[src/rtl/adc_deser_pkg.sv]
// Shared geometry of the deserializer: lane counts, bits per lane per
// sample, and the width of the per-lane bit history.
package adc_deser_pkg;
    localparam int SAMPLE_W   = 16;
    localparam int NUM_LANES  = 8;
    localparam int QUAD_LANES = 4;
    localparam int QUAD_BITS  = SAMPLE_W / QUAD_LANES;   // 4
    localparam int DBL_BITS   = SAMPLE_W / NUM_LANES;    // 2
    localparam int HIST_W     = 2 * QUAD_BITS;           // room for every offset
    localparam int OFF_W      = $clog2(QUAD_BITS);

    typedef logic [HIST_W-1:0] hist_t;
    typedef logic [OFF_W-1:0]  off_t;
endpackage

[src/rtl/adc_lane_capture.sv]
// Dual-edge capture of one serial lane. Assumes the lane is stable around
// both clock edges. Each rising edge shifts two bits into the history: the
// bit taken at the preceding falling edge (older), then the bit taken at
// this rising edge (newest, held at bit 0).
module adc_lane_capture
    import adc_deser_pkg::*;
(
    input  logic  clk,
    input  logic  rst_n,
    input  logic  din_i,
    output hist_t hist_o
);
    logic fall_q;

    // Capture the falling-edge bit.
    always_ff @(negedge clk) begin
        if (!rst_n) fall_q <= 1'b0;
        else        fall_q <= din_i;
    end

    // Shift the bit pair into the history, oldest bit first.
    always_ff @(posedge clk) begin
        if (!rst_n) hist_o <= '0;
        else        hist_o <= {hist_o[HIST_W-3:0], fall_q, din_i};
    end
endmodule

[src/rtl/adc_word_assembler.sv]
// Picks the sample window out of each lane history at the current bit
// offset, and scatters the window bits into sample positions according to
// the lane layout. Purely combinational.
module adc_word_assembler
    import adc_deser_pkg::*;
(
    input  logic [NUM_LANES-1:0][HIST_W-1:0] lane_hist_i,
    input  off_t                              off_i,
    input  logic                              dbl_mode_i,
    output logic [SAMPLE_W-1:0]               word_o
);
    // Window extraction and bit scatter for the selected layout.
    always_comb begin
        logic [HIST_W-1:0] win;
        word_o = '0;
        for (int l = 0; l < NUM_LANES; l++) begin
            win = lane_hist_i[l] >> off_i;
            if (dbl_mode_i) begin
                for (int m = 0; m < DBL_BITS; m++)
                    word_o[DBL_BITS*l + m] = win[m];
            end else if (l < QUAD_LANES) begin
                for (int m = 0; m < QUAD_BITS; m++)
                    word_o[QUAD_LANES*m + l] = win[m];
            end
        end
    end
endmodule

[src/rtl/adc_frame_aligner.sv]
// Frame alignment controller. Once per sample strobe it compares the frame
// window with the expected pattern. On a mismatch it advances the bit
// offset by one, pulses slip_o, and waits GUARD_TICKS strobes before
// comparing again. LOCK_TICKS consecutive matches set locked_o. A rising
// edge on bitslip_i is held pending until the next strobe, where it forces
// a slip without pulsing slip_o. Assumes dbl_mode_i changes only in reset.
module adc_frame_aligner
    import adc_deser_pkg::*;
#(
    parameter int GUARD_TICKS = 8,
    parameter int LOCK_TICKS  = 16
) (
    input  logic  clk,
    input  logic  rst_n,
    input  logic  tick_i,
    input  logic  dbl_mode_i,
    input  hist_t frame_hist_i,
    input  logic  bitslip_i,
    output off_t  off_o,
    output logic  locked_o,
    output logic  slip_o
);
    localparam int GUARD_W = $clog2(GUARD_TICKS + 1);
    localparam int LOCK_W  = $clog2(LOCK_TICKS + 1);

    logic [GUARD_W-1:0] guard_q;
    logic [LOCK_W-1:0]  good_q;
    logic               bs_q, pend_q;
    logic               frame_ok, man_edge;
    off_t               off_next;
    hist_t              fwin;

    // Frame pattern check and next bit offset (wraps per layout).
    always_comb begin
        fwin     = frame_hist_i >> off_o;
        frame_ok = dbl_mode_i ? (fwin[1:0] == 2'b10) : (fwin[3:0] == 4'b1100);
        off_next = dbl_mode_i ? {{(OFF_W-1){1'b0}}, ~off_o[0]} : off_o + 1'b1;
        man_edge = bitslip_i & ~bs_q;
    end

    // Slip, guard and lock sequencing.
    always_ff @(posedge clk) begin
        if (!rst_n) begin
            off_o    <= '0;
            guard_q  <= '0;
            good_q   <= '0;
            locked_o <= 1'b0;
            slip_o   <= 1'b0;
            bs_q     <= 1'b0;
            pend_q   <= 1'b0;
        end else begin
            bs_q   <= bitslip_i;
            slip_o <= 1'b0;
            if (tick_i) begin
                if (pend_q || man_edge) begin
                    off_o    <= off_next;
                    guard_q  <= GUARD_W'(GUARD_TICKS);
                    good_q   <= '0;
                    locked_o <= 1'b0;
                    pend_q   <= 1'b0;
                end else if (guard_q != '0) begin
                    guard_q <= guard_q - 1'b1;
                end else if (frame_ok) begin
                    if (!locked_o) begin
                        if (good_q == LOCK_W'(LOCK_TICKS - 1)) locked_o <= 1'b1;
                        good_q <= good_q + 1'b1;
                    end
                end else begin
                    off_o    <= off_next;
                    guard_q  <= GUARD_W'(GUARD_TICKS);
                    good_q   <= '0;
                    locked_o <= 1'b0;
                    slip_o   <= 1'b1;
                end
            end else if (man_edge) begin
                pend_q <= 1'b1;
            end
        end
    end
endmodule

[src/rtl/adc_lvds_deser.sv]
// Top level: nine dual-edge lane captures (eight data lanes and the frame),
// a frame aligner, a word assembler, a test counter and the output register.
// The sample strobe fires every cycle in double mode and every other cycle
// in quad mode. Assumes the mode input is changed only during reset.
module adc_lvds_deser
    import adc_deser_pkg::*;
#(
    parameter int GUARD_TICKS = 8,
    parameter int LOCK_TICKS  = 16
) (
    input  logic                clk,
    input  logic                rst_n,
    input  logic [NUM_LANES-1:0] lane_i,
    input  logic                frame_i,
    input  logic                dbl_mode_i,
    input  logic                test_en_i,
    input  logic                ob_to_tc_i,
    input  logic                bitslip_i,
    output logic [SAMPLE_W-1:0] sample_o,
    output logic                valid_o,
    output logic                locked_o,
    output logic                slip_o
);
    logic [NUM_LANES-1:0][HIST_W-1:0] lane_hist;
    hist_t                            frame_hist;
    off_t                             off;
    logic [SAMPLE_W-1:0]              word, test_cnt;
    logic                             phase_q, tick;

    for (genvar g = 0; g < NUM_LANES; g++) begin : g_lane
        adc_lane_capture u_cap (
            .clk    (clk),
            .rst_n  (rst_n),
            .din_i  (lane_i[g]),
            .hist_o (lane_hist[g])
        );
    end

    adc_lane_capture u_frame_cap (
        .clk    (clk),
        .rst_n  (rst_n),
        .din_i  (frame_i),
        .hist_o (frame_hist)
    );

    adc_frame_aligner #(
        .GUARD_TICKS (GUARD_TICKS),
        .LOCK_TICKS  (LOCK_TICKS)
    ) u_align (
        .clk          (clk),
        .rst_n        (rst_n),
        .tick_i       (tick),
        .dbl_mode_i   (dbl_mode_i),
        .frame_hist_i (frame_hist),
        .bitslip_i    (bitslip_i),
        .off_o        (off),
        .locked_o     (locked_o),
        .slip_o       (slip_o)
    );

    adc_word_assembler u_asm (
        .lane_hist_i (lane_hist),
        .off_i       (off),
        .dbl_mode_i  (dbl_mode_i),
        .word_o      (word)
    );

    // Sample strobe: every cycle in double mode, alternate cycles in quad.
    assign tick = dbl_mode_i | phase_q;

    // Phase toggle that divides the bit clock for quad mode.
    always_ff @(posedge clk) begin
        if (!rst_n) phase_q <= 1'b0;
        else        phase_q <= dbl_mode_i ? 1'b0 : ~phase_q;
    end

    // Test counter, advanced once per delivered test sample.
    always_ff @(posedge clk) begin
        if (!rst_n)                test_cnt <= '0;
        else if (tick && test_en_i) test_cnt <= test_cnt + 1'b1;
    end

    // Output register: source select, format conversion, valid gating.
    always_ff @(posedge clk) begin
        if (!rst_n) begin
            sample_o <= '0;
            valid_o  <= 1'b0;
        end else begin
            valid_o <= tick & (locked_o | test_en_i);
            if (tick)
                sample_o <= test_en_i ? test_cnt
                                      : (word ^ {ob_to_tc_i, {(SAMPLE_W-1){1'b0}}});
        end
    end
endmodule

[config.mk]
export PLATFORM = sky130hd
export DESIGN_NAME = adc_lvds_deser
export DESIGN_NICKNAME = d
export VERILOG_FILES = /design/src/rtl/adc_deser_pkg.sv /design/src/rtl/adc_lane_capture.sv /design/src/rtl/adc_word_assembler.sv /design/src/rtl/adc_frame_aligner.sv /design/src/rtl/adc_lvds_deser.sv
export SDC_FILE = /design/constraint.sdc
export NUM_CORES = 1
export LEC_CHECK = 0
export ABC_AREA = 1
export ABC_CLOCK_PERIOD_IN_PS = 1700
export CAP_MARGIN = 40
export CORE_MARGIN = 5
export CORE_UTILIZATION = 35
export CTS_CLUSTER_DIAMETER = 120
export CTS_CLUSTER_SIZE = 40
export DETAILED_ROUTE_END_ITERATION = 8
export DONT_BUFFER_PORTS = 1
export PLACE_DENSITY_LB_ADDON = 0.1
export SYNTH_ARGS = -nofsm -noshare
export SYNTH_HDL_FRONTEND = slang
export SYNTH_SLANG_ARGS = --single-unit
[constraint.sdc]
create_clock -name clk -period 1.7 [get_ports clk]
set_clock_uncertainty 0.2 [all_clocks]
set_input_delay 0.34 -clock clk [delete_from_list [all_inputs] [get_ports clk]]
set_output_delay 0.34 -clock clk [all_outputs]
set_load 0.05 [all_outputs]
== Word-level counts from Yosys, hierarchy flattened ==
Index checks and enable logic that the tools add are counted.

* Flip-flop bits (word level): 130
* Output and inout bits: 19

* $add $sub $neg: 4
* Equal/unequal tests: 8
* Shift-type cells: 9
* Multiplexer cells: 31
* Bitwise gates (word level): 10
* Reduce and logical (&&, ||, !) cells: 11

{| class="wikitable"
|+ Operators by type and width
! kind !! number
|-
| >> shifter 8 x 2 -> 4 bit || 5
|-
| >> shifter 8 x 2 -> 2 bit || 4
|-
| 2-to-1 mux 5 bit || 4
|-
| 2-to-1 mux 2 bit || 9
|-
| adder 16 x 1 -> 16 bit (second input constant) || 1
|-
| 2-to-1 mux 16 bit || 1
|-
| bitwise XOR 16 bit || 1
|-
| 2-to-1 mux 1 bit || 14
|-
| 2-to-1 mux 4 bit || 3
|-
| inequality test 3 bit (second input constant) || 2
|-
| AND reduction 2 bit || 3
|-
| AND reduction 3 bit || 2
|-
| adder 5 x 1 -> 5 bit (second input constant) || 1
|-
| == test 5 x 4 -> 1 bit (second input constant) || 1
|-
| NOT 1 bit || 5
|-
| == test 4 bit (second input constant) || 1
|-
| inequality test 2 x 1 -> 1 bit (second input constant) || 2
|-
| nonzero test 4 bit || 1
|-
| OR reduction 4 bit || 1
|-
| subtractor 4 x 1 -> 4 bit (second input constant) || 1
|-
| adder 2 x 1 -> 2 bit (second input constant) || 1
|-
| bitwise AND 1 bit || 2
|-
| == test 2 bit (second input constant) || 1
|-
| inequality test 2 bit (second input constant) || 1
|-
| 5 further kinds || 6
|}

== Depth between registers and ports, before layout ==
* Depth in word-level cells: 6
* Mapped depth: 13
* Depth with buffers taken out: 13

== Modules after synthesis ==
A second synthesis with hierarchy kept.

* Cell total of the unflattened synthesis: 836
* Area, all modules: 5799.3 µm²

{| class="wikitable"
|+ By module, submodules not included
! module !! times used !! cells an instance !! area each (µm²) !! sequential area each (µm²)
|-
| adc_lane_capture || 9 || 27 || 249.0 || 180.2
|-
| adc_lvds_deser || 1 || 214 || 1521.5 || 680.7
|-
| adc_word_assembler || 1 || 248 || 1103.6 || 0.0
|-
| adc_frame_aligner || 1 || 131 || 933.4 || 300.3
|}

==> reports/qor.yml <==
cts_made_buffers: 17
netlist.area_leader.share: 0.465
die_h_microns: 128
fin_hold_ws_ns: -0.0390
grt_start_max_net_pins: 46
first_global_vias: 4659
area_growth_pct: 43.7
crit_arrival_ns: 1.85
fin_util: 0.508
post-synth-top-count-cell: "nand2_1"
seq_area_frac_synth: 0.465
cp_data_required_time_ns: 1.81
tightestPinTransition_ns: 0.568
antennaDiodeCount: 0
period_minus_slack_ns: 1.74
drt_pre_antenna_iters: 5
place_hpwl_microns: 8720
portBuffers: 0
ys_warn_count: 0
synth_compound_area_frac: 0.150
yosysTopAreaCell: "dfxtp_1"
syn_nets: 699
slew_viol_final: 0
synthXorXnorAreaFrac: 0.0144
cts_max_level: 4
timing.final.ws_setup_ns: -0.0413
regToRegStartpoint: "u_align.off_o[0]"
vias: 4704
antenna_left: 0
r2r_slack_ns: -0.04
hold_viol: 2
cp-end-kind: "flop"
antenna_found_initial: 0
whs_path_depth: 3
wirelength_microns: 13700
powerDensity_nw_per_um2: 1090
tritoncts: "built"
start_util: 0.353
fmax_mhz: 574
cts.sinks: 113
synth_top_family_by_area: "simple AND/OR/NAND/NOR gates"
synth-main-ff-cell: "dfxtp_1"
critPathLaunch: "u_align.off_o[0]"
synth_area_sq_um: 4870
violations: "negative hold slack, negative setup slack"
placed_cell_area_sq_um: 5380
crit_path_max_fanout: 6
min_to: "sample_o[1]"
relSlewSlack: 0.621
rsz0062_at_grt: "true"
syn_avg_cell_area_sq_um: 7.17
drv_cap: 0
gp_routability_congestion: 0.845
synth-edff-count: 0
drtIter0Drc: 230
ir_worst_vdd_uv: 731
via_per_inst: 4.70
crit_type: "flop to flop"
track_usage: 0.175
status: "finished, violations left"
grt_pass1_wl_microns: 22500
die_w_microns: 128
setup_viol: 7
drive_above_1_share: 0.205
synthSimpleGateAreaFrac: 0.240
p_leak_nw: 3.28
hold_path.class: "input port to flop"
die_area_sq_um: 16400
clk_latency_ns: 0.44
fin_crit_sh: 1.02
ctsRootBufferMaster: "clkbuf_16"
synthTopCellsByArea: "dfxtp_1 (46%), nand2_1 (13%), inv_1 (8.3%)"
rows: 43
clk_pin_slew_ns: 0.06
design_area_sq_um: 6990
synthAdderAreaFrac: 0.0129
r2r_cells: 13
worstSetupStartpointType: "flop"
r2r_end: "u_align.off_o[0]"
grt_overflow: 0
netlist_instances: 679
synthMuxAreaShare: 0
synth_seq_cells: 113
netlist_top_cells_count: "nand2_1 (172), dfxtp_1 (113), inv_1 (108)"
drc: 0
coreArea_sq_um: 13800
synth_cell_types: 36
cts_buffer_depth: 2
wl_per_cell_microns: 13.7
worstHoldStart: "test_en_i"
final_nets: 827
ios: 34
synthArstFlopShare: 0
-- logic make-up after synthesis --
logic type / Yosys count
AND/OR/NAND/NOR: 279
buffers and inverters: 143
AO/OA/AOI/OAI: 131
flip-flops: 113
XOR/XNOR: 8
adder cells (fa/ha/maj): 5
-- placed cells by master, fill, tap and decap left out, types with 6 or more instances in the layout --
master / n
nor2_2: 6
o21ai_1: 19
nor2_1: 47
nand3_2: 9
dfxtp_1: 107
a21oi_2: 6
nand2_1: 162
inv_1: 114
dlygate4sd3_1: 54
o211ai_1: 11
nand2_2: 11
buf_4: 58
clkbuf_16: 18
o21ai_0: 31
buf_6: 9
a21oi_1: 44
nand3_1: 24
xor2_1: 6
-- final cells by class --
type                            count  area [sq um]
Clock buffer                       17           425
Clock inverter                     24           193
Fill cell                        1378          6780
Inverter                          113           428
Multi-Input combinational cell    424          2230
Sequential cell                   113          2270
Tap cell                          180           225
Timing Repair Buffer              129          1210
-- repair_timing --
action,4_1_cts,5_1_grt
buffers inserted,5,10
pin swaps,16,40
endpoints found under the setup margin,28,40
hold endpoints to repair,79,5
cloned,1,1
gates resized for setup,37,55
hold buffers,57,2
-- worst max-delay path by stage --
stage                         end  slack, ns  depth (start not counted)
6_report         u_align.off_o[0]      -0.04                         13
5_1_grt          u_align.off_o[0]      -0.17                         13
4_1_cts              test_cnt[14]      -0.06                         10
3_5_place_dp          sample_o[2]      -0.18                          9
3_3_place_gp          sample_o[2]      -0.14                          9
2_1_floorplan  u_frame_cap.fall_q      -0.14                          4
-- layer usage --
| layer | global-route usage | part of all wire | routed length (microns) |
|---|---|---|---|
| met1 | 0.217 | 0.47 | 6440 |
| met2 | 0.287 | 0.47 | 6470 |
| met3 | 0.0450 | 0.039 | 528 |
| met4 | 0.0755 | 0.020 | 277 |
| met5 | 0 | 0 | 0 |
-- where the power goes --
| group | switching [mW] | total (mW) | internal [mW] |
|---|---|---|---|
| registers | 0.157 | 2.92 | 2.77 |
| logic | 0.610 | 1.11 | 0.501 |
| clock network | 1.36 | 3.55 | 2.19 |
| total | 2.13 | 7.59 | 5.46 |
-- state kept, by name, indices dropped and copies added (netlist names) --
register,count
u_align.bs_q,1
test_cnt,16
u_align.off_o,2
u_frame_cap.fall_q,1
u_align.slip_o,1
valid_o,1
g_lane.u_cap.hist_o,48
g_lane.u_cap.fall_q,8
u_frame_cap.hist_o,7
u_align.guard_q,4
u_align.locked_o,1
sample_o,16
phase_q,1
u_align.good_q,5
u_align.pend_q,1
-- metrics by stage --
stage / power, mW / setup WS [ns] / instances / setup TNS, ns / hold WS [ns]
floorplan: 3.58 / -0.139 / 679 / -1.07 / 0.208
global placement: 3.85 / -0.137 / 884 / -0.552 / 0.221
detailed placement: 3.86 / -0.178 / 884 / -1.35 / 0.226
CTS: 7.54 / -0.0555 / 987 / -0.478 / -0.164
global route: 7.98 / -0.174 / 1000 / -2.37 / 0.00388
finish: 7.59 / -0.0413 / 1000 / -0.183 / -0.0390
-- critical path, cell delays in order, from the launching register on --
cell	delay (ns)
dfxtp_4	0.36
buf_6	0.14
nand2_2	0.05
nand2_2	0.07
nand2_2	0.06
nand2_2	0.05
nor2_1	0.08
nand2_1	0.07
nand2_2	0.12
nand3_4	0.14
nand2_4	0.13
inv_2	0.05
nor2_2	0.07
nor2_1	0.05
Power figures use the tool's default switching activity.
